==> config.mk <==
export PLATFORM = sky130hd
export DESIGN_NAME = dcnt_chain
export DESIGN_NICKNAME = d
export VERILOG_FILES = /design/src/rtl/dcnt_pkg.sv /design/src/rtl/dcnt_term.sv /design/src/rtl/dcnt_stage.sv /design/src/rtl/dcnt_chain.sv
export SDC_FILE = /design/constraint.sdc
export NUM_CORES = 1
export LEC_CHECK = 0
export ABC_CLOCK_PERIOD_IN_PS = 2100
export BUFFER_PORTS_ARGS = -buffer_cell sky130_fd_sc_hd__buf_2
export CAP_MARGIN = 20
export CORE_MARGIN = 3
export CORE_UTILIZATION = 35
export CTS_CLUSTER_SIZE = 25
export DETAILED_ROUTE_END_ITERATION = 8
export PLACE_DENSITY = 0.62
export SYNTH_ARGS = -nofsm -noshare
export SYNTH_HDL_FRONTEND = slang
export SYNTH_SLANG_ARGS = --single-unit
export TNS_END_PERCENT = 50
==> constraint.sdc <==
create_clock -name clk -period 2.1 [get_ports clk]
set_input_delay 0.42 -clock clk [delete_from_list [all_inputs] [get_ports clk]]
set_output_delay 0.42 -clock clk [all_outputs]
set_load 0.1 [all_outputs]
==> src/rtl/dcnt_pkg.sv <==
package dcnt_pkg;
   localparam int DIGIT_W = 4;
   typedef logic [DIGIT_W-1:0] digit_t;

   // Terminal value of a digit for the selected modulus
   function automatic digit_t term_value(input bit decimal);
      return decimal ? digit_t'(9) : digit_t'(15);
   endfunction
endpackage

==> src/rtl/dcnt_term.sv <==
module dcnt_term
   import dcnt_pkg::*;
#(
   parameter bit DECIMAL = 1'b1
) (
   input  digit_t q,
   output logic   at_term
);
   generate
      if (DECIMAL) begin : g_dec
         // 1001 only; 1011/1101/1111 are over-range and not terminal
         assign at_term = (q == term_value(1'b1));
      end else begin : g_bin
         assign at_term = &q;
      end
   endgenerate
endmodule

==> src/rtl/dcnt_stage.sv <==
module dcnt_stage
   import dcnt_pkg::*;
#(
   parameter bit DECIMAL = 1'b1
) (
   input  logic   clk,
   input  logic   clr_n,
   input  logic   load_n,
   input  digit_t din,
   input  logic   en_p,
   input  logic   en_t,
   output digit_t q,
   output logic   co
);
   logic   run;
   logic   at_term;
   digit_t nxt;

   assign run = en_p & en_t;

   dcnt_term #(.DECIMAL(DECIMAL)) u_term (
      .q       (q),
      .at_term (at_term)
   );

   always_comb begin
      nxt = q;
      if (!clr_n)       nxt = '0;
      else if (!load_n) nxt = din;
      else if (run)     nxt = at_term ? '0 : q + digit_t'(1);
   end

   always_ff @(posedge clk) q <= nxt;

   assign co = run & at_term;

   // ---- embedded checks ----
   logic primed = 1'b0;
   always_ff @(posedge clk) if (!clr_n) primed <= 1'b1;

   AST_CLEAR_ZERO: assert property (@(posedge clk) disable iff (!primed)
      !clr_n |=> (q == '0));
   AST_LOAD_TAKES: assert property (@(posedge clk) disable iff (!primed)
      (clr_n && !load_n) |=> (q == $past(din)));
   AST_IDLE_HOLD: assert property (@(posedge clk) disable iff (!primed)
      (clr_n && load_n && !(en_p && en_t)) |=> $stable(q));
   AST_CARRY_SINGLE: assert property (@(posedge clk) disable iff (!primed)
      (clr_n && load_n && co) |=> !co);
   AST_TERM_WRAP: assert property (@(posedge clk) disable iff (!primed)
      (clr_n && load_n && en_p && en_t && q == term_value(DECIMAL)) |=> (q == '0));
   AST_OVER_NO_CARRY: assert property (@(posedge clk) disable iff (!primed)
      (q > term_value(DECIMAL)) |-> !co);
endmodule

==> src/rtl/dcnt_chain.sv <==
module dcnt_chain
   import dcnt_pkg::*;
#(
   parameter int STAGES  = 2,
   parameter bit DECIMAL = 1'b1
) (
   input  logic                      clk,
   input  logic                      clr_n,
   input  logic                      load_n,
   input  logic [STAGES*DIGIT_W-1:0] load_val,
   input  logic                      en_p,
   input  logic                      en_t,
   output logic [STAGES*DIGIT_W-1:0] count,
   output logic                      carry_out
);
   localparam int CNT_W = STAGES * DIGIT_W;

   logic [STAGES-1:0] co;

   generate
      if (STAGES < 1 || STAGES > 8) begin : g_bad_stages
         $error("dcnt_chain: STAGES must lie in 1..8");
      end

      for (genvar g = 0; g < STAGES; g++) begin : g_stage
         logic ep;
         logic et;
         if (g == 0) begin : g_first
            assign ep = en_p;
            assign et = en_t;
         end else begin : g_next
            assign ep = co[g-1];
            assign et = co[g-1];
         end

         dcnt_stage #(.DECIMAL(DECIMAL)) u_stage (
            .clk    (clk),
            .clr_n  (clr_n),
            .load_n (load_n),
            .din    (load_val[g*DIGIT_W +: DIGIT_W]),
            .en_p   (ep),
            .en_t   (et),
            .q      (count[g*DIGIT_W +: DIGIT_W]),
            .co     (co[g])
         );
      end
   endgenerate

   assign carry_out = co[STAGES-1];

   // ---- embedded checks ----
   logic primed = 1'b0;
   always_ff @(posedge clk) if (!clr_n) primed <= 1'b1;

   AST_FULL_ROLLOVER: assert property (@(posedge clk) disable iff (!primed)
      (clr_n && load_n && carry_out) |=> (count == CNT_W'(0)));
   AST_CARRY_NEEDS_EN: assert property (@(posedge clk) disable iff (!primed)
      carry_out |-> (en_p && en_t));
endmodule

==> flow_summary.toml <==
[clock_network]
clk_pin_slew_ns = 0.05
cts_buffer_depth = 2
cts_resized = 0
cts-root-buf = "clkbuf_4"
cts_buffers = 3
clock_sinks = 8
htree_levels = 1
clkLatencyLatePin_ns = 0.26
tritoncts = "yes"
ctsHoldBuffers = 0
post_cts_buffers = 0

[pwr]
p_leak_uw = 0.0002810
power.total_uw = 453.8
p_per_area_nw_per_um2 = 696.1
ir_worst_vdd_mv = 0.3555

[global_routing]
grt_max_degree = 18
track_usage = 0.1403
antenna_found_initial = 0
grt_pass1_vias = 459
grt_pass1_wl_um = 1987
grt-ovfl-total = 0

[worst_setup_path]
cp.arrival_ns = 1.53
crit_path_end_kind = "output port"
reg2reg_from = "g_stage[0].u_stage.q[2]"
cp-start-kind = "register"
crit_type = "reg2out"
path_max_fanout = 7
required_ns = 1.68
rr_endpoint = "g_stage[1].u_stage.q[3]"
rr_worst_depth = 3
rrSetupSlack_ns = 0.86

[floorplanning]
fp-row-count = 12
io_pins = 22
die_area_um2 = 1907
core_um2 = 1216
die_h_um = 43.67
initial_utilization = 0.4084
die_w_um = 43.67

[min_path]
hold_path_class = "in2reg"
hp-start = "load_val[0]"
worstHoldPathCells = 3
holdPathEnd = "g_stage[0].u_stage.q[0]"

[finish]
layout.nets = 99
reg_top3 = "g_stage.u_stage.q x8"
n_antenna_cell = 0
drive_gt1_frac = 0.4048
largest_reg_flops = 8
fillCellCount = 129
post-route-cell-area_um2 = 651.9
utilization = 0.5360
largest-register = "g_stage.u_stage.q"
area_delta_synth_final_pct = 31.23

[timing]
relSlewSlack = 0.6769
fin_crit_sh = 0.9283
final.setup_skew_ns = 0.001751
worstMarginPinSlew_ns = 0.4880
fmax_ghz = 0.5130
rsz0062_at_grt = "no"
drv_slew = 0
final_critical_path_setup_slack_ns = 0.1505
min_period_ns = 1.950
finalSetupViolations = 0
timing.final.hold_violations = 0
tns_ns = 0

[logic_synthesis]
syn-cell-area_um2 = 496.7
synthCells = 64
synth_seq_area_share = 0.3224
yosysWarnings = 0
yosysUniqueCellTypes = 31
syn-num-nets = 77
synth-seq-cells = 8
synth.avg_cell_area_um2 = 7.761

[detailed_routing]
ant_nets = 0
first_iter_violations = 17
drcViolationCount = 0
wire_per_inst_um = 13.22
first_pass_iters = 4
vias_per_cell = 5.449
drt_wl_total_um = 1296
num_vias = 534

[place]
portBuffers = 21
dp_hpwl_um = 915.4
place_congestion = 0.7857
placed_area_um2 = 629.4
preCtsSetupSlack_ns = 0.3493

[outcome]
status = "completed"

[flow_run]
drv_cap = 0
[synthesized netlist by cell type]
library cell | count | share of area
dfxtp_1 | 8 | 0.32
o21ai_0 | 8 | 0.081
inv_1 | 6 | 0.045
a31oi_1 | 5 | 0.063
nand2_1 | 5 | 0.038
a211oi_1 | 3 | 0.045
clkbuf_1 | 3 | 0.023
nor2_1 | 2 | 0.015
nor2b_1 | 2 | 0.025
a211o_1 | 1 | 0.018
a221o_1 | 1 | 0.020
a31o_1 | 1 | 0.018
and2_1 | 1 | 0.013
and3_1 | 1 | 0.013
and3_2 | 1 | 0.015
and4bb_4 | 1 | 0.033
buf_2 | 1 | 0.010
nand2b_1 | 1 | 0.013
nand3_1 | 1 | 0.010
nand3_2 | 1 | 0.020
nand3b_1 | 1 | 0.015
nand4_1 | 1 | 0.013
nor3_1 | 1 | 0.010
nor4_1 | 1 | 0.013
o22a_2 | 1 | 0.020
o22ai_1 | 1 | 0.013
o31ai_1 | 1 | 0.015
or3_1 | 1 | 0.013
or4_1 | 1 | 0.015
xnor2_1 | 1 | 0.018
xor2_1 | 1 | 0.018
[stage by stage]
stage	hold slack (ns)	std cells
2_1_floorplan	0.5810	64
3_3_place_gp	0.4921	95
3_5_place_dp	0.4930	95
4_1_cts	0.4332	98
5_1_grt	0.4268	98
6_report	0.4254	98
[power breakdown]
group	switching, µW	internal, µW	total (µW)
Sequential	14.7	165	180
Clock	54.0	65.5	120
Combinational	118	36.2	154
[cells in the final DEF (no fill, tap or decap)]
master     n
buf_2     20
o21ai_0    8
inv_1      6
a31oi_1    5
nand2_1    5
dfxtp_2    5
a211oi_1   3
clkbuf_4   3
dfxtp_1    3
nor2b_1    2
nor2_1     2
and3_2     1
and4bb_4   1
and2_1     1
and3_4     1
nand4_1    1
a31o_1     1
xnor2_1    1
o22ai_1    1
nor4_1     1
a221o_1    1
nand3_2    1
nand2b_1   1
nand3b_1   1
o22a_2     1
nor3_1     1
a211o_1    1
or3_1      1
nand3_1    1
xor2_1     1
o31ai_1    1
or4_1      1
buf_12     1
[cells by family (layout without fill, tap and decap cells)]
kind of cell | count (synthesis) | in the layout | synth area share
xor+xnor | 2 | 2 | 0.03527
flops | 8 | 8 | 0.3224
compound gates | 22 | 22 | 0.2922
simple gates | 22 | 22 | 0.2721
buf+inv | 10 | 30 | 0.07807
[area by class of cell]
cell class	instances	area, µm²	share of cell area
multi-input cells	46	302.8	0.4645
flip-flops and latches	8	166.4	0.2553
repair buffers	21	120.1	0.1843
clock buffers	3	22.52	0.03455
inverters	6	22.52	0.03455
well taps	14	17.52	0.02687
[worst max-delay path, cell delays in order (launching register included)]
cell      delay (ns)
dfxtp_2         0.34
and4bb_4        0.36
and2_1          0.19
and3_4          0.21
buf_12          0.17
[worst max-delay path by stage]
stage | from | end
after detailed placement | en_p | carry_out
after floorplan | g_stage[0].u_stage.q[0] | carry_out
final | g_stage[0].u_stage.q[2] | carry_out
after CTS | g_stage[0].u_stage.q[2] | carry_out
after global routing | g_stage[0].u_stage.q[2] | carry_out
after global placement | en_p | carry_out
[routing by layer]
layer / routed length, µm / track usage / share of wire / up-vias
met2: 585 / 0.2035 / 0.45 / 18
met3: 79 / 0.04149 / 0.061 / 5
met1: 599 / 0.1782 / 0.46 / 235
met5: 0 / 0 / 0 / -
met4: 32 / 0.09036 / 0.025 / 0
li1: - / - / - / 276
No activity file was read; power rests on OpenSTA's default activity.
